File: src/rtl/seq_pkg.sv
package seq_pkg;
  typedef enum logic [2:0] {
    K_STEP,
    K_JMP,
    K_TCALL,
    K_LONG,
    K_RET,
    K_RETSKIP,
    K_RETIE
  } op_kind_e;
endpackage

File: src/rtl/seq_decode.sv
module seq_decode
  import seq_pkg::*;
(
  input  logic [7:0] op,
  output op_kind_e   kind,
  output logic       two_word
);
  always_comb begin
    two_word = (op[7:5] == 3'b111);
    if (op[7:6] == 2'b10)       kind = K_JMP;
    else if (op[7:5] == 3'b110) kind = K_TCALL;
    else if (two_word)          kind = K_LONG;
    else if (op == 8'h7D)       kind = K_RET;
    else if (op == 8'h7E)       kind = K_RETSKIP;
    else if (op == 8'h7F)       kind = K_RETIE;
    else                        kind = K_STEP;
  end
endmodule

File: src/rtl/ret_stack.sv
module ret_stack #(
  parameter int W     = 12,
  parameter int DEPTH = 2
) (
  input  logic         clk,
  input  logic         rst,
  input  logic         push,
  input  logic         pop,
  input  logic [W-1:0] din,
  output logic [W-1:0] top
);
  logic [W-1:0] ent [DEPTH];

  for (genvar gi = 0; gi < DEPTH; gi++) begin : g_ent
    always_ff @(posedge clk) begin
      if (rst) begin
        ent[gi] <= '0;
      end else if (push) begin
        if (gi == 0) ent[gi] <= din;
        else         ent[gi] <= ent[(gi == 0) ? 0 : gi-1];
      end else if (pop && gi < DEPTH-1) begin
        ent[gi] <= ent[(gi < DEPTH-1) ? gi+1 : gi];
      end
    end
  end

  assign top = ent[0];

  // a push lands on top of the stack
  p_push_top_r13: assert property (@(posedge clk) disable iff (rst)
    push |=> top == $past(din));
  // a pop exposes the former second entry
  p_pop_shift_r13: assert property (@(posedge clk) disable iff (rst)
    (pop && !push) |=> top == $past(ent[1]));
endmodule

File: src/rtl/prog_seq.sv
module prog_seq
  import seq_pkg::*;
#(
  parameter int PAGE_W    = 6,
  parameter int OFF_W     = 6,
  parameter int STK_DEPTH = 2,
  parameter int TBL_PAGE  = 1
) (
  input  logic                      clk,
  input  logic                      rst,
  input  logic [7:0]                instr_i,
  input  logic                      skip_i,
  output logic [PAGE_W+OFF_W-1:0]   addr_o,
  output logic                      ime_o
);
  localparam int ADDR_W = PAGE_W + OFF_W;

  logic [PAGE_W-1:0] page_q, page_d;
  logic [OFF_W-1:0]  off_q, off_d;
  logic [4:0]        op_q;
  logic              inop_q, inop_d;
  logic              skip_q, skip_d;
  logic              ime_q, ime_set;
  logic              push, pop;
  logic [ADDR_W-1:0] pc_inc, stk_top, long_tgt;
  op_kind_e          kind;
  logic              two_word;
  logic              exec_first;

  seq_decode u_dec (
    .op       (instr_i),
    .kind     (kind),
    .two_word (two_word)
  );

  ret_stack #(.W(ADDR_W), .DEPTH(STK_DEPTH)) u_stk (
    .clk  (clk),
    .rst  (rst),
    .push (push),
    .pop  (pop),
    .din  (pc_inc),
    .top  (stk_top)
  );

  assign pc_inc     = {page_q, off_q + OFF_W'(1)};
  assign long_tgt   = ADDR_W'({op_q[3:0], instr_i});
  assign exec_first = !inop_q && !skip_q;

  always_comb begin
    {page_d, off_d} = pc_inc;
    inop_d  = 1'b0;
    skip_d  = 1'b0;
    push    = 1'b0;
    pop     = 1'b0;
    ime_set = 1'b0;
    if (inop_q) begin
      if (!skip_q) begin
        {page_d, off_d} = long_tgt;
        push   = op_q[4];
        skip_d = skip_i;
      end
    end else if (skip_q) begin
      if (two_word) begin
        inop_d = 1'b1;
        skip_d = 1'b1;
      end
    end else begin
      skip_d = skip_i;
      case (kind)
        K_JMP:   off_d = instr_i[OFF_W-1:0];
        K_TCALL: begin
          push   = 1'b1;
          page_d = PAGE_W'(TBL_PAGE);
          off_d  = OFF_W'({instr_i[4:0], 1'b0});
        end
        K_LONG: begin
          inop_d = 1'b1;
          skip_d = 1'b0;
        end
        K_RET: begin
          pop = 1'b1;
          {page_d, off_d} = stk_top;
        end
        K_RETSKIP: begin
          pop = 1'b1;
          {page_d, off_d} = stk_top;
          skip_d = 1'b1;
        end
        K_RETIE: begin
          pop = 1'b1;
          {page_d, off_d} = stk_top;
          ime_set = 1'b1;
        end
        default: ;
      endcase
    end
  end

  always_ff @(posedge clk) begin
    if (rst) begin
      page_q <= '0;
      off_q  <= '0;
      op_q   <= '0;
      inop_q <= 1'b0;
      skip_q <= 1'b0;
      ime_q  <= 1'b0;
    end else begin
      page_q <= page_d;
      off_q  <= off_d;
      inop_q <= inop_d;
      skip_q <= skip_d;
      if (inop_d && !inop_q) op_q <= instr_i[4:0];
      if (ime_set) ime_q <= 1'b1;
    end
  end

  assign addr_o = {page_q, off_q};
  assign ime_o  = ime_q;

  // reset leaves the address at zero and the flag clear
  p_reset_clear_r1: assert property (@(posedge clk)
    rst |=> (addr_o == '0 && !ime_o));
  // short jump keeps the page and takes the low opcode bits
  p_jmp_page_r3: assert property (@(posedge clk) disable iff (rst)
    (exec_first && kind == K_JMP) |=>
      (addr_o[ADDR_W-1:OFF_W] == $past(addr_o[ADDR_W-1:OFF_W]) &&
       addr_o[OFF_W-1:0] == $past(instr_i[OFF_W-1:0])));
  // the operand cycle lasts exactly one cycle
  p_operand_once_r4: assert property (@(posedge clk) disable iff (rst)
    inop_q |=> !inop_q);
  // table call lands on the fixed page at an even offset
  p_tcall_tgt_r6: assert property (@(posedge clk) disable iff (rst)
    (exec_first && kind == K_TCALL) |=>
      (addr_o[ADDR_W-1:OFF_W] == PAGE_W'(TBL_PAGE) && !addr_o[0]));
  // the flag only rises after the enabling return
  p_ime_rise_r9: assert property (@(posedge clk) disable iff (rst)
    $rose(ime_o) |-> $past(exec_first && kind == K_RETIE));
  // a skipped one-word byte only steps inside the page
  p_skip_step_r10: assert property (@(posedge clk) disable iff (rst)
    (!inop_q && skip_q && !two_word) |=>
      (addr_o[ADDR_W-1:OFF_W] == $past(addr_o[ADDR_W-1:OFF_W]) &&
       addr_o[OFF_W-1:0] == $past(addr_o[OFF_W-1:0]) + OFF_W'(1) &&
       !skip_q));
endmodule

File: config.mk
export PLATFORM = sky130hd
export DESIGN_NAME = prog_seq
export DESIGN_NICKNAME = d
export VERILOG_FILES = /design/src/rtl/seq_pkg.sv /design/src/rtl/seq_decode.sv /design/src/rtl/ret_stack.sv /design/src/rtl/prog_seq.sv
export SDC_FILE = /design/constraint.sdc
export NUM_CORES = 1
export LEC_CHECK = 0
export CORE_MARGIN = 2
export CORE_UTILIZATION = 24
export DETAILED_ROUTE_END_ITERATION = 8
export DONT_BUFFER_PORTS = 1
export GPL_TIMING_DRIVEN = 1
export SLEW_MARGIN = 20
export SYNTH_ARGS = -nofsm -noshare
export SYNTH_HDL_FRONTEND = slang
export SYNTH_SLANG_ARGS = --single-unit
File: constraint.sdc
create_clock -name clk -period 5 [get_ports clk]
set_clock_uncertainty 0.15 [all_clocks]
set_input_delay 1 -clock clk [delete_from_list [all_inputs] [get_ports clk]]
set_output_delay 1 -clock clk [all_outputs]
set_load 0.005 [all_outputs]
* Yosys cells after proc, flatten, opt, wreduce, memory -nomap -nowiden
Memories as Yosys holds them, arrays and structs flattened. Cells that the tools add are included.
Word-level totals: input port bits 11, memories kept 1, memory bits (writable) 24, flip-flop bits (word level) 20, word-level logic and storage cells 73, output and inout port bits 13
Memories:
- u_stk.ent | words 2, width 12, rd ports 2, clocked after memory_dff 0, wr ports 2, line ret_stack.sv:12 | logic [W-1:0] ent [DEPTH];
Operators by class: eq/ne operators 12, reductions and logical operators 5, bitwise operators 4, multiplexer cells 44, add/sub/neg operators 1
Operators with widths (number):
- $mux W12 | 3
- $mux W6 | 6
- $mux W1 | 26
- $eq A8 B7 Y1 const B | 3
- $mux W3 | 6
- $pmux W6 S3 | 1
- $eq A3 B3 Y1 const B | 5
- $pmux W6 S2 | 1
- $add A6 B1 Y6 const B | 1
- $eq A3 B2 Y1 const B | 2
- $eq A3 B1 Y1 const B | 1
- $or A1 B1 Y1 | 3
- $reduce_bool A3 Y1 | 1
- $reduce_or A3 Y1 | 1
- $eq A2 B2 Y1 const B | 1
- $pmux W1 S2 | 1
- $reduce_and A2 Y1 | 1
- $logic_and A1 B1 Y1 | 1
- $logic_not A1 Y1 | 1
- $not A1 Y1 | 1

* Longest topological paths before layout
depth in word-level cells 17, gate-level depth with buffers 7, gate-level depth less buffers 5

* Modules after synthesis
A second synthesis with hierarchy kept.
Second synthesis, totals: cell total of the unflattened synthesis 236, area total of the unflattened synthesis 2454.9 sq um
Modules (own cells, without submodules):
- prog_seq | seq. area each 400.4 sq um, cells an instance 169, area an instance 1390.1 sq um, instances 1
- ret_stack | seq. area each 720.7 sq um, cells an instance 57, area an instance 999.7 sq um, instances 1
- seq_decode | seq. area each 0.0 sq um, cells an instance 10, area an instance 65.1 sq um, instances 1

* Least setup slack after synthesis
Ideal clock, no wire load.
path type in2reg, start input instr_i[5], end memory u_stk.ent[0][0], enable pin, slack 1.480 ns, arrival 2.987 ns, stages 6, data required time 4.467 ns, buffers on the path 2, setup time 0.383 ns, path through buf_6 and3b_1 buf_6 mux2i_2 o21ai_0 o21bai_1
RTL lines:
- start, declared | line prog_seq.sv:11 | input logic [7:0] instr_i,
- end, declared | line ret_stack.sv:12

==> impl_results.md <==
* Setup slack, reg-to-reg at 2420 ps
* Count of boundary I/O pins at 24
* Syn Nets at 228
* Critical Path Slowest Stage Cell: sky130_fd_sc_hd__and3b_1
* Number of detailed-routing iterations run before antenna repair at 4
* Global Route met2 Usage at ~16%
* Site row count at 35
* Number of global-route vias before repair at 1,602
* Util after Layout at about 27%
* Area taken by multi-input logic gates at around 1100 sq um
* Critical Path, Cell by Cell: and3b_1 -> mux2i_2 -> o21ai_0 -> buf_4 -> o21bai_2
* FMAX at 387 MHz
* Maximum level of the CTS H-tree at 2
* Detail Placement HPWL at around 4000 um
* Min-Delay Path Class: reg -> reg
* Clock share of power at around a third
* Antenna violations before repair at 0
* Number of warnings issued by yosys at 0
* Internal power component at slightly below 600 uW
* Post-synthesis share of cell area spent on full adders, half adders and majority gates at less than 1%
* Clock input transition at the sequential cells of the worst setup and hold paths at approximately 80 ps
* Portion of netlist area occupied by mux cells at under 10%
* Non-filler instance count after layout at ~340
* Die W at ~100 um
* Routed WL per cell at between 15 and 20 um
* Overall track demand over capacity in global routing at 11.2%
* Grt total ovfl at 0
* Endpoint required time on the critical path at 4790 ps
* Vertical die dimension at slightly above 100 um
* Synthesis-to-layout area growth at 8.29%
* Total DRC errors in the routed layout at 0
* Max-capacitance violation count at 0
* Avg Cell Area, Syn at between 10 and 15 sq um
* Leak at 0.857 nW
* Synth Area in Simple Gates at between 10% and 20%
* Clock root cell: sky130_fd_sc_hd__clkbuf_8
* Share of the synthesized area in compound gates (AO/OA/AOI/OAI) at 22.8%
* Proportion of total power due to net switching at between 20% and 30%
* Initial DRC Count at around 170
* Fraction of final layout cells with drive strength greater than 1 at approximately 16%
* Resized cells post-CTS at 0
* Largest net degree at the start of global routing at 26
* Most common cell after layout, fill and taps aside: sky130_fd_sc_hd__edfxtp_1
* Clk_lat worst skew at roughly 300 ps
* Dominant register cell in the synthesized netlist: sky130_fd_sc_hd__edfxtp_1
* Area of the mapped netlist at between 2000 and 2500 sq um
* Final Critical Period at ~2600 ps
* Number of buffer and inverter instances along the worst setup path at 1
* Buffers on Ports at 0
* Largest family of logic cells by synthesized area: compound AO/OA/AOI/OAI gates
* Core Region at roughly 9300 sq um
* Nets at 220
* Worst hold slack across all endpoints at 340 ps
* Aggregate routed wire length at ~5500 um
* Routing layer with the top usage in global route: met2
* Share of synthesized area occupied by flip-flops and latches at between 40% and 50%
* TritonCTS sink count at 44
* Share of synthesized flip-flops with an asynchronous set or reset at 0%
* Share of the clock period used by the worst path at between 50% and 60%
* Global-route wire length before repair at about 8800 um
* Setup violation total in the final timing report at 0
* Total clock buffers created by CTS at 5
* Fraction of met1 tracks used by global routing at between 10% and 20%
* Worst path top cell family by delay: compound AO/OA/AOI/OAI gates
* Number of library cell types mapped by synthesis at 59
* Most used cells in the layout excluding fill and tap cells: sky130_fd_sc_hd__edfxtp_1 (24), sky130_fd_sc_hd__dfxtp_1 (20), sky130_fd_sc_hd__nand2_1 (16), sky130_fd_sc_hd__inv_1 (11), sky130_fd_sc_hd__and2_1 (11)
* Number of storage elements in the synthesis netlist at between 40 and 50
* Total die area at 10,400 sq um
* Highest fanout seen on the critical path at 13
* Worst Max-Slew Pin Slew at roughly 800 ps
* Number of setup buffers added after CTS at 0
* CTS Hold Bufs at 0
* Number of enable-type register cells in the synthesized netlist at 24
* Critical path launch point type: input pin
* Largest voltage drop on the vdd net at 0.164 mV
* Endpoints failing hold at 0
* Run status: complete, no violations
* Type of element capturing the critical path: flip-flop
* Vias after detailed routing at around 1,700
* Parity-gate share of the synthesized area counting xor and xnor cells at 1.52%
* CTS Buffer Depth at 2
* CTS tree: built
* Placed inst area at 2380 sq um
* Endpoint arrival time on the critical path at 2370 ps
* Unrepaired setup endpoints after global routing: false
* Antenna diodes at 0
* Fill cells at around 1,000
* Cell count after synthesis at about 220
* Drt via density at roughly 5.1
* Total Negative Setup Slacks at 0 ps
* Portion of total power attributed to combinational logic at approximately a tenth
* Sequential share of power at a little under three fifths
* Post-route cell area at about 2500 sq um
* Type of the worst setup path: in -> reg
* Post-Place Cells at 330
* Power density cells at 308 nW/um^2
* Count of pins over their slew limit at 0
* Seq. cell area at roughly 1100 sq um
* Placer congestion estimate at 0.865
* Total net switching power at approximately 190 uW
* Post-route ant nets at 0
* Slowest stage delay, CP at 460 ps
* Global routing usage on met3 at around 3%
* Slew Limit Headroom at 46.7%
* Initial Util at around a quarter
worst min-delay path, cell delays in order, from the launching register on:
cell	delay, ps
sky130_fd_sc_hd__dfxtp_1	330
sky130_fd_sc_hd__a21oi_1	60
sky130_fd_sc_hd__nor2_1	70
cell usage after synthesis, types with 5 or more instances:
library cell | instances | share of area, %
sky130_fd_sc_hd__nand2_1 | 16 | 2.6
sky130_fd_sc_hd__nor2_1 | 10 | 1.6
sky130_fd_sc_hd__o21ai_2 | 9 | 3.4
sky130_fd_sc_hd__clkbuf_1 | 8 | 1.3
sky130_fd_sc_hd__o21ai_0 | 9 | 2.0
sky130_fd_sc_hd__a211oi_2 | 5 | 2.7
sky130_fd_sc_hd__a21oi_1 | 6 | 1.3
sky130_fd_sc_hd__edfxtp_1 | 24 | 31
sky130_fd_sc_hd__inv_1 | 11 | 1.8
sky130_fd_sc_hd__a221oi_1 | 5 | 1.9
sky130_fd_sc_hd__dfxtp_1 | 20 | 17
sky130_fd_sc_hd__and2_1 | 11 | 3.0
per-layer routing:
metal	part of all wire [%]	vias to the layer above	wire length [um]
met5	0	-	0
met4	1.7	0	92
met3	7.1	10	389
met2	44	62	2420
met1	47	846	2600
li1	-	791	-
registers in the layout (all words and copies together), names as in the netlist:
| name | cells |
|---|---|
| page_q | 6 |
| inop_q | 1 |
| op_q | 5 |
| ime_o | 1 |
| off_q | 6 |
| u_stk.ent | 24 |
| skip_q | 1 |
power by group through the flow:
stage | registers (mW) | logic [mW] | clock network [mW]
after floorplan | 0.423 | 0.0705 | 0
after global placement | 0.436 | 0.0755 | 0
after detailed placement | 0.436 | 0.0752 | 0
after CTS | 0.428 | 0.0756 | 0.276
after global routing | 0.431 | 0.0847 | 0.288
final | 0.428 | 0.0770 | 0.266
per-stage QoR:
stage                     total power [mW]  setup WS [ps]
final                                0.771           2420
after global routing                 0.803           2150
after CTS                            0.779           2180
after detailed placement             0.511           1920
after global placement               0.512           1960
after floorplan                      0.494           1480
final timing paths:
kind | startpoint | end | cells after the start
setup reg to reg | inop_q | u_stk.ent[0][9] | 5
hold reg to reg | op_q[1] | op_q[1] | 2
setup / recovery | instr_i[5] | u_stk.ent[0][9] | 5
hold / removal | op_q[1] | op_q[1] | 2
logic make-up after synthesis:
kind of cell	after synthesis
adder cells (fa/ha/maj)	1
buffers and inverters	27
multiplexers	5
AO/OA/AOI/OAI	65
XOR/XNOR	4
AND/OR/NAND/NOR	70
flip-flops	44
cell type report:
type                       count  share of cell area, %
sequential                    44                   44.8
multi-input combinational    145                   42.5
tap                          129                   6.45
clock buffer                   6                   2.90
inverter                      11                   1.65
clock inverter                 2                   1.40
timing repair buffer           1                  0.300
(Power assumes the default switching activity.)
